## src/rtl/wq_pkg.sv

```systemverilog
package wq_pkg;
  typedef enum logic [2:0] {
    M_ZPX = 3'd0,
    M_ZPY = 3'd1,
    M_IZX = 3'd2,
    M_IZY = 3'd3,
    M_JMP = 3'd4
  } wq_mode_e;

  typedef enum logic [1:0] {
    B_NONE  = 2'd0,
    B_ZPIDX = 2'd1,
    B_JMP   = 2'd2,
    B_IZX   = 2'd3
  } wq_bug_e;

  typedef enum logic [1:0] {
    S_IDLE,
    S_LO,
    S_HI,
    S_CAP
  } wq_state_e;
endpackage

```

## src/rtl/wq_add.sv

```systemverilog
module wq_add #(
  parameter int DW = 8
) (
  input  logic [DW-1:0] a_i,
  input  logic [DW-1:0] b_i,
  output logic [DW-1:0] sum_o,
  output logic          cy_o
);
  assign {cy_o, sum_o} = {1'b0, a_i} + {1'b0, b_i};
endmodule

```

## src/rtl/wq_seq.sv

```systemverilog
module wq_seq
  import wq_pkg::*;
(
  input  logic clk_i,
  input  logic rst_ni,
  input  logic go_i,
  output logic busy_o,
  output logic rd_en_o,
  output logic hi_o,
  output logic cap_o
);
  wq_state_e state_q, state_d;

  always_comb begin
    state_d = state_q;
    unique case (state_q)
      S_IDLE: if (go_i) state_d = S_LO;
      S_LO:   state_d = S_HI;
      S_HI:   state_d = S_CAP;
      S_CAP:  state_d = S_IDLE;
      default: state_d = S_IDLE;
    endcase
  end

  always_ff @(posedge clk_i or negedge rst_ni) begin
    if (!rst_ni) state_q <= S_IDLE;
    else         state_q <= state_d;
  end

  assign busy_o  = (state_q != S_IDLE);
  assign rd_en_o = (state_q == S_LO) || (state_q == S_HI);
  assign hi_o    = (state_q == S_HI);
  assign cap_o   = (state_q == S_CAP);
endmodule

```

## src/rtl/wq_agen.sv

```systemverilog
module wq_agen
  import wq_pkg::*;
#(
  parameter int DW = 8
) (
  input  logic            clk_i,
  input  logic            rst_ni,
  input  logic            start_i,
  input  logic [2:0]      mode_i,
  input  logic [DW-1:0]   opnd_lo_i,
  input  logic [DW-1:0]   opnd_hi_i,
  input  logic [DW-1:0]   x_i,
  input  logic [DW-1:0]   y_i,
  input  logic [DW-1:0]   rd_data_i,
  output logic            rd_en_o,
  output logic [2*DW-1:0] rd_addr_o,
  output logic [2*DW-1:0] ea_o,
  output logic            done_o,
  output logic            page_cross_o,
  output logic [1:0]      bug_o
);
  localparam int AW = 2 * DW;

  logic [DW-1:0] idx, zsum, inc_lo, ylo, yhi, lo_byte_q, y_q;
  logic          zcy, inc_cy, ycy, izx_cy_q;
  logic [AW-1:0] ptr_q, ea_d;
  logic          pc_d;
  wq_bug_e       bug_d;
  wq_mode_e      mode_q;
  logic          busy, rd_en, hi_phase, cap, accept, is_zp, is_ind;

  assign is_zp  = (mode_i == M_ZPX) || (mode_i == M_ZPY);
  assign is_ind = (mode_i == M_IZX) || (mode_i == M_IZY) || (mode_i == M_JMP);
  assign accept = start_i && !busy;
  assign idx    = (mode_i == M_ZPY) ? y_i : x_i;

  wq_seq u_seq (
    .clk_i   (clk_i),
    .rst_ni  (rst_ni),
    .go_i    (accept && is_ind),
    .busy_o  (busy),
    .rd_en_o (rd_en),
    .hi_o    (hi_phase),
    .cap_o   (cap)
  );

  // base + index, wraps in page
  wq_add #(.DW(DW)) u_idx (.a_i(opnd_lo_i), .b_i(idx), .sum_o(zsum), .cy_o(zcy));
  // second pointer byte address, wraps in page
  wq_add #(.DW(DW)) u_inc (.a_i(ptr_q[DW-1:0]), .b_i(DW'(1)), .sum_o(inc_lo), .cy_o(inc_cy));
  // pointer low + Y, carry goes to high byte
  wq_add #(.DW(DW)) u_yad (.a_i(lo_byte_q), .b_i(y_q), .sum_o(ylo), .cy_o(ycy));

  assign yhi = rd_data_i + DW'(ycy);

  always_ff @(posedge clk_i or negedge rst_ni) begin
    if (!rst_ni) begin
      mode_q    <= M_ZPX;
      y_q       <= '0;
      izx_cy_q  <= 1'b0;
      ptr_q     <= '0;
      lo_byte_q <= '0;
    end else begin
      if (accept && is_ind) begin
        mode_q   <= wq_mode_e'(mode_i);
        y_q      <= y_i;
        izx_cy_q <= zcy && (mode_i == M_IZX);
        ptr_q    <= {(mode_i == M_JMP) ? opnd_hi_i : {DW{1'b0}},
                     (mode_i == M_IZX) ? zsum : opnd_lo_i};
      end
      if (hi_phase) lo_byte_q <= rd_data_i;
    end
  end

  assign rd_en_o   = rd_en;
  assign rd_addr_o = hi_phase ? {ptr_q[AW-1:DW], inc_lo} : ptr_q;

  always_comb begin
    ea_d  = {rd_data_i, lo_byte_q};
    pc_d  = 1'b0;
    bug_d = B_NONE;
    unique case (mode_q)
      M_IZX: begin
        pc_d  = izx_cy_q;
        bug_d = izx_cy_q ? B_IZX : B_NONE;
      end
      M_IZY: begin
        ea_d = {yhi, ylo};
        pc_d = ycy;
      end
      M_JMP: begin
        pc_d  = inc_cy;
        bug_d = inc_cy ? B_JMP : B_NONE;
      end
      default: ;
    endcase
  end

  always_ff @(posedge clk_i or negedge rst_ni) begin
    if (!rst_ni) begin
      ea_o         <= '0;
      done_o       <= 1'b0;
      page_cross_o <= 1'b0;
      bug_o        <= B_NONE;
    end else if (cap) begin
      ea_o         <= ea_d;
      done_o       <= 1'b1;
      page_cross_o <= pc_d;
      bug_o        <= bug_d;
    end else if (accept && is_zp) begin
      ea_o         <= {{DW{1'b0}}, zsum};
      done_o       <= 1'b1;
      page_cross_o <= zcy;
      bug_o        <= zcy ? B_ZPIDX : B_NONE;
    end else begin
      done_o       <= 1'b0;
      page_cross_o <= 1'b0;
      bug_o        <= B_NONE;
    end
  end

  AST_HI_SAME_PAGE: assert property (@(posedge clk_i) disable iff (!rst_ni)
    rd_en_o && !hi_phase |=> rd_en_o && rd_addr_o[AW-1:DW] == $past(rd_addr_o[AW-1:DW]));
  AST_HI_LO_INC: assert property (@(posedge clk_i) disable iff (!rst_ni)
    rd_en_o && !hi_phase |=> rd_addr_o[DW-1:0] == DW'($past(rd_addr_o[DW-1:0]) + 1'b1));
  AST_ZP_WRAP_PAGE: assert property (@(posedge clk_i) disable iff (!rst_ni)
    done_o && bug_o == B_ZPIDX |-> ea_o[AW-1:DW] == '0 && page_cross_o);
  AST_JMP_CROSS: assert property (@(posedge clk_i) disable iff (!rst_ni)
    done_o && bug_o == B_JMP |-> page_cross_o);
  AST_QUIET_FLAGS: assert property (@(posedge clk_i) disable iff (!rst_ni)
    !done_o |-> bug_o == B_NONE && !page_cross_o);
  AST_NO_RD_AT_DONE: assert property (@(posedge clk_i) disable iff (!rst_ni)
    done_o |-> !rd_en_o);
endmodule

```

## config.mk

```make
export PLATFORM = sky130hd
export DESIGN_NAME = wq_agen
export DESIGN_NICKNAME = d
export VERILOG_FILES = /design/src/rtl/wq_pkg.sv /design/src/rtl/wq_add.sv /design/src/rtl/wq_seq.sv /design/src/rtl/wq_agen.sv
export SDC_FILE = /design/constraint.sdc
export NUM_CORES = 1
export LEC_CHECK = 0
export ABC_AREA = 1
export BUFFER_PORTS_ARGS = -buffer_cell sky130_fd_sc_hd__buf_2
export CORE_MARGIN = 5
export CORE_UTILIZATION = 59
export CTS_CLUSTER_DIAMETER = 40
export CTS_CLUSTER_SIZE = 12
export DETAILED_ROUTE_END_ITERATION = 10
export HOLD_SLACK_MARGIN = 0.15
export MAX_ROUTING_LAYER = met4
export PLACE_DENSITY = 0.92
export SLEW_MARGIN = 40
export SYNTH_ARGS = -nofsm -noshare
export SYNTH_HDL_FRONTEND = slang
export SYNTH_SLANG_ARGS = --single-unit
```

## constraint.sdc

```tcl
create_clock -name clk_i -period 4 [get_ports clk_i]
set_input_delay 0.8 -clock clk_i [delete_from_list [all_inputs] [get_ports clk_i]]
set_output_delay 0.8 -clock clk_i [all_outputs]
set_load 0.05 [all_outputs]
```

Word level (Yosys, flattened, before mapping):

Index checks and enable logic that the tools add are counted.

* output and inout bits: 37
* RAM bits: 0
* bits in latches: 0
* input port bits: 46
* logic and storage cells: 58
* ROM bits: 0
* memories: 0
* register bits: 58

* reductions and logical operators: 13
* multiplexer cells: 20
* shifts and indexed selects: 0
* bitwise gates (word level): 0
* divide/modulo/power cells: 0
* equal/unequal tests: 11
* add/subtract/negate cells: 4
* $mul: 0
* magnitude comparators: 0

Operator list (number)
* 2-to-1 mux 16 bit: 3
* 2-to-1 mux 8 bit: 4
* adder 8 x 8 -> 9 bit: 2
* equality test 3 x 2 -> 1 bit, second input constant: 4
* adder 8 x 1 -> 9 bit, second input constant: 1
* adder 8 x 1 -> 8 bit: 1
* 2-to-1 mux 2 bit: 4
* one-hot mux 2 bit (4 select lines): 1
* equality test 3 bit, second input constant: 2
* 2-to-1 mux 1 bit: 6
* equality test 2 bit, second input constant: 2
* logical AND 1 bit: 4
* logical OR 1 bit: 4
* one-hot mux 2 bit (2 select lines): 1
* nonzero test 2 bit: 2
* equality test 3 x 1 -> 1 bit, second input constant: 1
* logical NOT 3 bit: 1
* one-hot mux 1 bit (3 select lines): 1
* equality test 2 x 1 -> 1 bit, second input constant: 1
* logical NOT 2 bit: 1
* inequality test 2 x 1 -> 1 bit, second input constant: 1
* logical NOT 1 bit: 1

Logic depth before layout (Yosys ltp):

* depth after elaboration: 6
* depth in mapped cells: 16
* depth with buffers taken out: 16

Modules after synthesis:

From an unflattened synthesis, not the netlist that was laid out.

* cells, all modules: 587
* area, all modules: 4199.0 um^2

Modules (own cells, without submodules)
* wq_agen: times used 1, area each 2914.0 um^2, cells an instance 390, seq. area each 1401.3 um^2
* wq_add: times used 3, area each 376.6 um^2, cells an instance 59, seq. area each 0.0 um^2
* wq_seq: times used 1, area each 155.1 um^2, cells an instance 20, seq. area each 50.0 um^2

Worst setup path before layout:

OpenSTA, ideal clock, no wires.

* path kind: register to output
* start: register u_seq.state_q[0]
* end: output port rd_addr_o[7]
* arrival time: 1.985 ns
* data required time: 3.200 ns
* slack: 1.215 ns
* cell stages (with the launch flop): 7
* path buffers: 0
* path through: dfrtp_1 -> inv_1 -> ha_1 -> nand2_1 -> nor3_1 -> nand4_1 -> xnor2_1

* cells in the longest elaborated chain, start to end: 2

Ends and longest elaborated chain
* from (decl): line wq_seq.sv:12 `wq_state_e state_q, state_d;`
* from (signal assigned): line wq_seq.sv:27 `else state_q <= state_d;`
* equality test 2 bit: line wq_seq.sv:32 `assign hi_o = (state_q == S_HI);`
* 2-to-1 mux 8 bit: line wq_agen.sv:76 `assign rd_addr_o = hi_phase ? {ptr_q[AW-1:DW], inc_lo} : ptr_q;`
* to (decl): line wq_agen.sv:16 `output logic [2*DW-1:0] rd_addr_o,`

Every way passes these cells.

Worst setup path in the final report:

Ends and elaborated chain as after synthesis.

==> summary.txt <==
Clocking
  – Clock Path Buffers: 2
  – Clock tree from TritonCTS: yes
  – Setup bufs post-CTS: 0
  – Clock sink count: 58
  – Cts hold-fix bufs: 0
  – Number of buffers created by CTS: 9
  – H-tree levels: 3
  – Worst-skew pair later-pin latency: 0.35 ns
  – CTS root buffer: clkbuf_8
  – Post_cts resized: 0
  – Worst-path clk slew: 0.07 ns

Global route
  – Gr ovfl total: 0
  – First-pass GRT wire length: 15,620 um
  – Largest net degree at the start of global routing: 32
  – Initial antenna violation count: 0
  – Vias in the first global route: 3,368
  – Total track usage: 26.69%

Drt
  – Wirelength per Cell: 15.16 um
  – Residual DRC: 0
  – DR pass1 iterations: 5
  – Initial DRC count: 286
  – Drt total wl: 9670 um
  – Mean number of vias per cell: 5.594
  – Routed Antenna Nets: 0
  – DR vias: 3,569

STA
  – Setup Viol. Count Final: 0
  – Pins over their slew limit: 0
  – RSZ-0062 raised after global routing: no
  – Min Tclk post-route: 3.136 ns
  – Worst-margin pin slew: 0.7194 ns
  – Clock skew: 0.006003 ns
  – Max Fclk: 318.9 MHz
  – Setup TNS: 0 ns
  – WHS: 0.4850 ns
  – Worst relative slew slack: 52.04%
  – Final hold vios: 0
  – Period utilisation layout: 78.40%

Floorplan
  – Die Width: 88.99 um
  – Starting Density: 61.45%
  – Number of placed I/O pins: 83
  – Core Footprint: 5991 um2
  – Height of the die: 88.99 um
  – Number of core rows: 28
  – DIE AREA: 7918 um2

Yosys
  – Synth top area share: 39.43%
  – Avg Cell Area, Syn: 7.621 um2
  – Post-synthesis sequential area ratio: 39.43%
  – Yosys reg bits: 58
  – Top cell type by total area after synthesis: dfrtp_1
  – Largest cells by area after synthesis: dfrtp_1 39%, nand2_1 15%, ha_1 7.8%
  – YS warnings: 0
  – Cell variety after synth: 33
  – Asr flop ratio synth: 100.0%
  – Mapped Nets: 554
  – EDFF count, synth: 0
  – Post-Syn Area: 3681 um2
  – Ys flop type: dfrtp_1
  – Mapped Cells: 483

Placement
  – Gp weighted congestion: 0.9265
  – I/O Buffers: 82
  – Post-DP HPWL: 7366 um
  – Placed inst area: 4066 um2

Outcome
  – Run status: finished clean

Cells and area
  – Commonest non-fill, non-tap cell in the layout: nand2_1
  – # diodes: 0
  – Share of post-route cells with drive strength above 1: 21.14%
  – Synth-to-Final Area Change: 16.93%
  – Multi-input logic area: 1852 um2
  – Final instance area: 4304 um2
  – FF+latch area: 1451 um2
  – Most frequent cells in the layout: 143 x nand2_1, 82 x buf_2, 60 x inv_1
  – Nets: 629
  – Layout fillers: 506

Worst setup path
  – CP arrival: 2.34 ns
  – Startpoint Class: register
  – Crit-path max FO: 23
  – Setup crit end kind: output port
  – Required @ worst endpoint: 3.20 ns
  – Critical setup path kind: reg -> out

Run
  – Max capacitance violation total: 0

Power and ir drop
  – Power Dens Cells: 889.1 nW/um2
  – Leakage: 0.002358 uW
  – Peak supply drop: 560.0 uV

Hold path
  – Worst hold path type: reg -> reg
==> synth_stat cells, types with 4 or more instances <==
master      n
nor3_1      4
clkbuf_1    4
ha_1       23
nand2_1   143
buf_4       9
inv_1      60
nand3_1    21
xnor2_1     4
a21oi_1    31
inv_2       5
o21ai_0    45
nor2_1     21
buf_2       5
dfrtp_1    58
o21ai_1    12
xor2_1      8
==> report_power, final <==
| group | internal [uW] | switching (uW) |
|---|---|---|
| logic | 592 | 1520 |
| clock network | 401 | 246 |
| registers | 860 | 206 |
==> state kept, by name, indices dropped and copies added (netlist names) <==
signal	flops
ea_o	16
ptr_q	16
lo_byte_q	8
y_q	8
mode_q	3
bug_o	2
u_seq.state_q	2
done_o	1
izx_cy_q	1
page_cross_o	1
==> layout make-up <==
class	count	area share, %
Clock buffer	12	3.837
Clock inverter	4	1.686
Inverter	65	5.669
Multi-Input combinational cell	340	43.02
Sequential cell	58	33.72
Tap cell	75	2.180
Timing Repair Buffer	84	9.884
==> stage by stage <==
step	utilization, %	std cells	total power (uW)	setup slack (ns)
after floorplan	-	483	2720	1.215
after detailed placement	67.88	622	3163	0.8046
after global routing	71.85	638	4096	0.6368
final	71.85	638	3827	0.8639
after global placement	67.88	622	3070	0.9542
after CTS	71.85	638	3825	0.8613
==> critical path, cell delays in order (launching register included) <==
cell     delay [ns]
dfrtp_1        0.38
inv_1          0.12
ha_1           0.16
buf_4          0.24
nand2_1        0.08
nor3_1         0.35
nand4_1        0.20
xnor2_1        0.17
buf_2          0.28
==> metal layers <==
layer | up-vias | wire [um] | GRT usage, %
met3 | 22 | 852 | 5.714
met4 | 0 | 136 | 6.766
li1 | 1696 | - | -
met1 | 1664 | 4135 | 34.80
met2 | 187 | 4546 | 42.65
met5 | - | 0 | -
==> cell families (layout without fill, tap and decap cells) <==
logic type               after synthesis  in the layout  share of synthesized area (%)
AO/OA/AOI/OAI                         97             97                          13.83
adder cells (fa/ha/maj)               25             25                          8.906
XOR/XNOR                              12             12                          2.855
flip-flops                            58             58                          39.43
buffers and inverters                 85            165                          10.26
AND/OR/NAND/NOR                      206            206                          24.71
==> worst paths after layout <==
check | startpoint | end | slack (ns) | depth (start not counted)
setup / recovery | u_seq.state_q[0] | rd_addr_o[7] | 0.86 | 8
hold / removal | ea_o[11] | ea_o[11] | 0.48 | 2
setup reg to reg | lo_byte_q[2] | ea_o[14] | 1.42 | 13
hold reg to reg | ea_o[11] | ea_o[11] | 0.48 | 2
max in group asynchronous | rst_ni | lo_byte_q[1] | 2.66 | 2
min in group asynchronous | rst_ni | ea_o[15] | 0.51 | 1
(Power assumes the default switching activity.)
